`config.mk`:
```
export PLATFORM = sky130hd
export DESIGN_NAME = adc_result_regs
export DESIGN_NICKNAME = d
export VERILOG_FILES = /design/src/rtl/adc_result_pkg.sv /design/src/rtl/adc_chan_decode.sv /design/src/rtl/adc_bus_decode.sv /design/src/rtl/adc_result_store.sv /design/src/rtl/adc_result_regs.sv
export SDC_FILE = /design/constraint.sdc
export NUM_CORES = 1
export LEC_CHECK = 0
export CAP_MARGIN = 0
export CORE_MARGIN = 5
export CORE_UTILIZATION = 46
export CTS_CLUSTER_DIAMETER = 150
export CTS_CLUSTER_SIZE = 40
export DETAILED_ROUTE_END_ITERATION = 8
export DONT_BUFFER_PORTS = 1
export PLACE_DENSITY = 0.64
export SYNTH_ARGS = -nofsm -noshare
export SYNTH_HDL_FRONTEND = slang
export SYNTH_SLANG_ARGS = --single-unit
export TNS_END_PERCENT = 30
```
`constraint.sdc`:
```
create_clock -name clk -period 2.5 [get_ports clk]
set_input_delay 0.25 -clock clk [delete_from_list [all_inputs] [get_ports clk]]
set_output_delay 0.25 -clock clk [all_outputs]
set_load 0.1 [all_outputs]
```
`src/rtl/adc_result_pkg.sv`:
```
package adc_result_pkg;
    localparam int RES_W   = 10;
    localparam int BUS_W   = 8;
    localparam int ADDR_W  = 8;
    localparam int CODE_W  = 5;
    localparam int NUM_IN  = 24;
    localparam int LO_BITS = RES_W - BUS_W;
    localparam int NUM_SEL = NUM_IN + 2;
    localparam int SEL_REFHI = NUM_IN;
    localparam int SEL_REFLO = NUM_IN + 1;

    localparam logic [ADDR_W-1:0] HI_ADDR = 8'h3D;
    localparam logic [ADDR_W-1:0] LO_ADDR = 8'h3E;

    localparam logic [CODE_W-1:0] CODE_REFHI = 5'd29;
    localparam logic [CODE_W-1:0] CODE_REFLO = 5'd30;
    localparam logic [CODE_W-1:0] CODE_OFF   = 5'd31;

    typedef enum logic [1:0] {
        CH_INPUT,
        CH_REF,
        CH_OFF,
        CH_BAD
    } chan_kind_e;

    typedef struct packed {
        chan_kind_e         kind;
        logic [NUM_SEL-1:0] sel;
    } chan_dec_t;

    typedef enum logic [1:0] {
        ACC_NONE,
        ACC_HI,
        ACC_LO,
        ACC_OTHER
    } acc_e;

    function automatic logic [BUS_W-1:0] upper_byte(input logic [RES_W-1:0] r);
        return r[RES_W-1 -: BUS_W];
    endfunction

    function automatic logic [BUS_W-1:0] lower_byte(input logic [RES_W-1:0] r);
        return {r[LO_BITS-1:0], {(BUS_W-LO_BITS){1'b0}}};
    endfunction
endpackage

```
`src/rtl/adc_chan_decode.sv`:
```
module adc_chan_decode
    import adc_result_pkg::*;
(
    input  logic [CODE_W-1:0] code,
    output chan_dec_t         dec
);
    logic [NUM_IN-1:0] in_hit;
    logic              refhi_hit;
    logic              reflo_hit;

    for (genvar g = 0; g < NUM_IN; g++) begin : g_in
        assign in_hit[g] = (code == CODE_W'(g));
    end

    assign refhi_hit = (code == CODE_REFHI);
    assign reflo_hit = (code == CODE_REFLO);

    always_comb begin
        dec.sel = {reflo_hit, refhi_hit, in_hit};
        if (|in_hit)                     dec.kind = CH_INPUT;
        else if (refhi_hit || reflo_hit) dec.kind = CH_REF;
        else if (code == CODE_OFF)       dec.kind = CH_OFF;
        else                             dec.kind = CH_BAD;
    end
endmodule

```
`src/rtl/adc_bus_decode.sv`:
```
module adc_bus_decode
    import adc_result_pkg::*;
(
    input  logic              rd_en,
    input  logic [ADDR_W-1:0] rd_addr,
    output acc_e              acc
);
    always_comb begin
        if (!rd_en)                 acc = ACC_NONE;
        else if (rd_addr == HI_ADDR) acc = ACC_HI;
        else if (rd_addr == LO_ADDR) acc = ACC_LO;
        else                         acc = ACC_OTHER;
    end
endmodule

```
`src/rtl/adc_result_store.sv`:
```
module adc_result_store
    import adc_result_pkg::*;
(
    input  logic             clk,
    input  logic             rst,
    input  logic             conv_done,
    input  logic [RES_W-1:0] conv_data,
    input  logic             conv_ok,
    input  acc_e             acc,
    output logic [RES_W-1:0] res_q,
    output logic             locked
);
    logic accept;

    // A sample is taken only when no pair read is in progress and the
    // upper byte is not being read in this very cycle.
    assign accept = conv_done && conv_ok && !locked && (acc != ACC_HI);

    always_ff @(posedge clk) begin
        if (accept) res_q <= conv_data;
    end

    always_ff @(posedge clk) begin
        if (rst)                  locked <= 1'b0;
        else if (acc == ACC_HI)   locked <= 1'b1;
        else if (acc == ACC_LO)   locked <= 1'b0;
    end
endmodule

```
`src/rtl/adc_result_regs.sv`:
```
module adc_result_regs
    import adc_result_pkg::*;
(
    input  logic               clk,
    input  logic               rst,
    input  logic [CODE_W-1:0]  chan_sel,
    input  logic               conv_done,
    input  logic [RES_W-1:0]   conv_data,
    input  logic               rd_en,
    input  logic [ADDR_W-1:0]  rd_addr,
    output logic [BUS_W-1:0]   rd_data,
    output logic [NUM_SEL-1:0] sel_onehot,
    output logic               pwr_off,
    output logic               chan_invalid
);
    chan_dec_t        dec;
    acc_e             acc;
    logic [RES_W-1:0] res_q;
    logic             locked;

    adc_chan_decode u_chan (
        .code (chan_sel),
        .dec  (dec)
    );

    adc_bus_decode u_bus (
        .rd_en   (rd_en),
        .rd_addr (rd_addr),
        .acc     (acc)
    );

    adc_result_store u_store (
        .clk       (clk),
        .rst       (rst),
        .conv_done (conv_done),
        .conv_data (conv_data),
        .conv_ok   (dec.kind != CH_OFF),
        .acc       (acc),
        .res_q     (res_q),
        .locked    (locked)
    );

    assign sel_onehot   = dec.sel;
    assign pwr_off      = (dec.kind == CH_OFF);
    assign chan_invalid = (dec.kind == CH_BAD);

    always_ff @(posedge clk) begin
        if (rst) begin
            rd_data <= '0;
        end else begin
            unique case (acc)
                ACC_HI:  rd_data <= upper_byte(res_q);
                ACC_LO:  rd_data <= lower_byte(res_q);
                default: rd_data <= '0;
            endcase
        end
    end
endmodule

```
==> results of run 1 <==
## how the worst max path moves through the flow
stage | slack, ps | endpoint
CTS | 970 | rd_data[5]
detailed placement | 1000 | u_store.res_q[2]
global placement | 1030 | u_store.res_q[2]
global route | 940 | rd_data[5]
floorplan | 70 | chan_invalid
finish | 980 | rd_data[5]
## cell families (layout without fill, tap and decap cells)
kind of cell           Yosys count  after routing  share of synthesized area, %
DFF                             19             19                          56.2
buffers and inverters            5             35                          3.07
and+or+nand+nor                 57             57                          35.6
AOI/OAI and AO/OA                6              6                          5.12
## registers in the layout, indices dropped and copies added, names as in the netlist
| signal | cells |
|---|---|
| rd_data | 8 |
| u_store.res_q | 10 |
| u_store.locked | 1 |
## final cells by class
class | instances | area [um^2]
clock buffer | 3 | 22.5
clock inverter | 1 | 7.51
fill | 135 | 553
inverter | 2 | 7.51
multi-input combinational | 63 | 425
sequential | 19 | 480
tap | 25 | 31.3
timing repair buffer | 29 | 218
## metal layers
layer | wire (um) | vias up | part of all wire, % | GRT usage [%]
li1 | - | 351 | - | -
met1 | 731 | 322 | 35 | 17.4
met2 | 1070 | 38 | 52 | 28.3
met3 | 266 | 0 | 13 | 9.01
met4 | 0 | 0 | 0 | 1.28
met5 | 0 | - | 0 | 0
## cell usage after synthesis
library cell,number
or3b_4,1
nor2_1,28
clkbuf_1,1
nor4b_1,1
nand2b_1,3
nand2_1,3
a21boi_0,1
a22oi_1,2
nor2b_1,2
nand3_1,1
inv_1,2
dfxtp_1,9
a21oi_1,1
or2_2,1
o21a_1,1
nand4_1,1
nand3b_1,2
nor3_1,3
edfxtp_1,10
or3b_2,2
and2_1,6
nor4_4,1
buf_4,2
o31a_1,1
or2_0,1
or3_1,1
## stage by stage
stage	power (mW)	area, um^2
2_1_floorplan	0.443	857
3_3_place_gp	0.469	1160
3_5_place_dp	0.471	1160
4_1_cts	0.622	1190
5_1_grt	0.646	1190
6_report	0.613	1190
## power by group through the flow
stage / logic [mW] / registers, mW / clock network, mW
after floorplan: 0.0888 / 0.354 / 0
after global placement: 0.115 / 0.354 / 0
after detailed placement: 0.116 / 0.355 / 0
after CTS: 0.116 / 0.347 / 0.158
after global routing: 0.120 / 0.349 / 0.176
final: 0.116 / 0.347 / 0.151
==> metrics, run 1 <==
outcome=complete, no violations; Hold Path Stages=1; post-layout min period=1520 ps; most common cell after layout, fill and taps aside=buf_4; Tightest Pin Transition=971 ps; Final #Nets=~150; sequential share of power=56.6%; Max VDD drop=0.589 mV; die width=53.1 um; # Post-CTS Setup Buffers=0; post-place setup slack=1000 ps; Clock Power Share=24.5%; setup TNS=0 ps; top post-synthesis cells by area=edfxtp_1, dfxtp_1, nor2_1; CTS Buf Count=3; Post-CTS Resized=0; Startpoint Class=flop; commonest non-fill, non-tap cells in the layout=buf_4, nor2_2, edfxtp_1; Sw Ratio=30.0%; Hold EP=rd_data[6]; proportion of layout cells with a drive suffix above 1=57.3%; final global-route overflow total=0; number of port buffers=0; hold path start=rst; vias in the first global route=704; unrepaired setup endpoints after global routing=no; Lkg Pwr=0.458 nW; initial antenna violation count=0; CTS Hold Bufs=0; row cnt=15; RePlAce Congestion=0.687; syn avg cell area=9.82 um^2; CP Class=reg2out; Distinct cells, synth=26; Clk Tree Root Cell=clkbuf_4; Crit Reg-Reg Startpoint=u_store.locked; clock slew at reported path FFs=roughly 100 ps; Hold Crit Class=in2reg; Clock Path Buffers=2; I/O pin cnt=63; Worst R2R Setup Slack=1390 ps; Pins Over Slew Limit=0; Util after Layout=68.3%; cell count after synthesis=87; routed vias=711; Yosys top cell area share=35.1%; largest net degree at the start of global routing=13; cell taking the most area after synthesis=edfxtp_1; Peak Freq=657 MHz; die area=2820 um^2; post-DP HPWL=1730 um; Yosys reg bits=19; sequential share of the synthesized area=about 56%; Int Pwr=between 400 and 500 uW; gr usage total=between 10% and 20%; Final WS setup=approximately 1000 ps; Post-Syn Area=855 um^2; CTS Sinks=19; vias per cell=5.01; WL/cell=14.6 um; crit path DAT=1270 ps; core outline area=1750 um^2; R2R cell count=2; ANT nets after route=0; Die Height=between 50 and 60 um; DRT iter0 DRCs=9; drt total wl=a little over 2000 um; P per Cell Area=514 nW/um^2; Final Skew=4.02 ps; Syn Nets=114; Max FO, Critical Path=1; drt drc=0; Non-Filler Instances=142; later-pin clock latency in the skew report=roughly 290 ps; CP endpoint kind=primary output; Antenna diodes=0; first-pass GRT wire length=3250 um; Final Setup Violations=0; Worst EP required=between 2000 and 2500 ps; fin crit share=60.9%; Initial DRT Pass Iterations=4; worst setup path startpoint=rd_data[5]; CTS tree=done; yosys warns=0; area growth from synthesis to layout=39.5%; combinational power share=a little under a fifth; Max-slew headroom=between 30% and 40%; switching pwr=184 uW; Initial Util=between 40% and 50%; hold slack=20.6 ps; RR Endpoint=u_store.res_q[8]; Crit. path cell count=0; placed cells=around 140; Fin. Hold Viols=0; max-capacitance violation count=0; H-tree levels=1
(Power assumes the default switching activity.)
==> run 2, diff against run 1 <==
- PLACE_DENSITY: 0.64 -> 0.66
- clock period: 2.5 -> 1.26 ns (I/O delays scaled with it)
==> metrics, run 2 <==
outcome=did not finish; Fail Step=detailed placement; Log Error=[ERROR DPL-0033] detailed placement checks failed during check placement.; Async SR Flop Fraction=0% (unchanged); RePlAce Congestion=0.707 (+2.9%); yosys warns=0 (unchanged); Distinct cells, synth=26 (unchanged); post-DP HPWL=3220 um (+86%); number of flops mapped to enable cells by yosys=10 (unchanged); dominant synthesized flop cell=edfxtp_1; Syn Nets=114 (unchanged); Die Height=53.1 um (unchanged); sequential share of the synthesized area=56.2% (unchanged); Post-Syn Area=855 um^2 (unchanged); Yosys top cell area share=35.1% (unchanged); number of port buffers=0 (unchanged); Post-synth top cells=nor2_1, edfxtp_1, dfxtp_1, and2_1; top post-synthesis cells by area=edfxtp_1, dfxtp_1, nor2_1; Initial Util=49.0% (unchanged); Yosys reg bits=19 (unchanged); die width=53.1 um (unchanged); I/O pin cnt=63 (unchanged); row cnt=15 (unchanged); cell count after synthesis=87 (unchanged); most numerous cell in the Yosys netlist=nor2_1; cell taking the most area after synthesis=edfxtp_1; syn avg cell area=9.82 um^2 (unchanged)
run 2: cell families after synthesis:
kind of cell | Yosys count | synth area share (%)
AOI/OAI and AO/OA | 6 | 5.12
buffers and inverters | 5 | 3.07
DFF | 19 | 56.2
and+or+nand+nor | 57 | 35.6
run 2: stage by stage:
step           hold slack [ps]  setup TNS [ps]  area, um^2  cells
2_1_floorplan              205           -4370        1040     87
3_3_place_gp               207            -443        1710    150
==> run 3, diff against run 2 <==
- CORE_AREA: default -> 5 5 66 68
- CORE_MARGIN: 5 -> default
- CORE_UTILIZATION: 46 -> default
- CTS_CLUSTER_DIAMETER: 150 -> default
- CTS_CLUSTER_SIZE: 40 -> default
- DIE_AREA: default -> 0 0 71 73
- PLACE_DENSITY: 0.66 -> default
- PLACE_DENSITY_LB_ADDON: default -> 0.15
- clock period: 1.26 -> 1.6 ns (I/O delays scaled with it)
==> metrics, run 3 (same netlist as run 1, synthesis figures left out) <==
outcome=complete, no violations; Clock Path Buffers=2; commonest non-fill, non-tap cells in the layout=buf_4, nor2_2, buf_12; Pins Over Slew Limit=0; Hold Path Stages=2; setup TNS=0 ps; Startpoint Class=flop; Max VDD drop=~0.42 mV; Initial DRT Pass Iterations=3; sequential share of power=50.0%; Sw Ratio=roughly 27%; proportion of layout cells with a drive suffix above 1=55.4%; number of port buffers=0 (unchanged); Max FO, Critical Path=10; largest net degree at the start of global routing=11; Clock Power Share=29.1%; post-layout min period=1370 ps; Max-slew headroom=54.5%; Initial Util=22.5% (-26 points); Tightest Pin Transition=about 680 ps; drt total wl=2550 um; core outline area=3800 um^2; area growth from synthesis to layout=86.7%; most common cell after layout, fill and taps aside=buf_4; drt drc=0; RePlAce Congestion=0.666 (-5.8%); clock slew at reported path FFs=70 ps; largest register by flop count=u_store.res_q; CP Buf/Inv Count=0; max-capacitance violation count=0; CTS tree=done; placed cells=174; unrepaired setup endpoints after global routing=no; Peak Freq=730 MHz; P per Cell Area=680 nW/um^2; vias in the first global route=between 800 and 900; critical-path cell list=nor4b_4; later-pin clock latency in the skew report=250 ps; Final Setup Violations=0; crit path DAT=1250 ps; overall power=1.08 mW; gr usage total=9.56%; Final #Nets=167; first-pass GRT wire length=around 3900 um; Die Height=73 um (+37%); post-place setup slack=62.0 ps; routed vias=799; ANT nets after route=0; Int Pwr=787 uW; CP endpoint kind=flop; Final Skew=3.65 ps; I/O pin cnt=63 (unchanged); Largest regs=u_store.res_q: 10 flops, rd_data: 8 flops, u_store.locked: 1 flops; Util after Layout=around two fifths; switching pwr=298 uW; post-DP HPWL=2080 um (-35%); final global-route overflow total=0; Lkg Pwr=a little over 0.6 nW; CTS Buf Count=3; combinational power share=20.9%; Area after DPL=1440 um^2; Hold Crit Class=in2reg; Non-Filler Instances=189; Antenna diodes=0; hold slack=a little under 60 ps; # Post-CTS Setup Buffers=0; # fillers=385; CP max-delay cell=nor4b_4; WL/cell=roughly 13 um; Fin. Hold Viols=0; initial antenna violation count=0; die width=71 um (+34%); crit-path leading delay family=simple AND/OR/NAND/NOR gates; fin crit share=85.7%; vias per cell=4.23; CP Class=reg2reg; DRT iter0 DRCs=17; Worst path max stage delay=650 ps; row cnt=23 (+8); Clk Tree Root Cell=clkbuf_8; Final WS setup=229 ps; post-route cell area=about 1600 um^2; R2R cell count=1; max reg flops=10; H-tree levels=1; Worst EP required=1480 ps; Crit. path cell count=1; die area=5180 um^2; CTS Sinks=19
run 3: area by class of cell:
| type | count | area (um^2) | share of cell area (%) |
|---|---|---|---|
| well taps | 50 | 62.6 | 3.92 |
| clock buffers | 4 | 45.0 | 2.82 |
| multi-input cells | 63 | 439 | 27.5 |
| flip-flops and latches | 19 | 480 | 30.1 |
| inverters | 2 | 7.51 | 0.471 |
| repair buffers | 51 | 561 | 35.1 |
run 3: repair_timing:
item	in CTS	in global routing
gates resized for setup	0	0
hold endpoints to repair	12	0
hold buffers	11	0
setup endpoints to repair	0	0
run 3: path summary, 6_finish.rpt:
path / from / to / slack, ps
setup / recovery: u_store.locked / u_store.res_q[3] / 230
hold / removal: rst / u_store.locked / 60
setup reg to reg: u_store.locked / u_store.res_q[3] / 230
hold reg to reg: u_store.res_q[6] / rd_data[4] / 440
run 3: power groups by stage:
stage | clock, mW | combinational [mW] | sequential, mW
after global routing | 0.344 | 0.238 | 0.545
after floorplan | 0 | 0.149 | 0.553
after CTS | 0.329 | 0.228 | 0.542
after global placement | 0 | 0.204 | 0.553
final | 0.315 | 0.227 | 0.543
after detailed placement | 0 | 0.206 | 0.553
run 3: layer usage:
layer  routed length, um  GRT usage [%]  share of wire (%)
met1                 982           10.6                 39
met2                1310           17.3                 51
met3                 240           3.86                9.4
met4                  14           1.88               0.55
met5                   0              0                  0
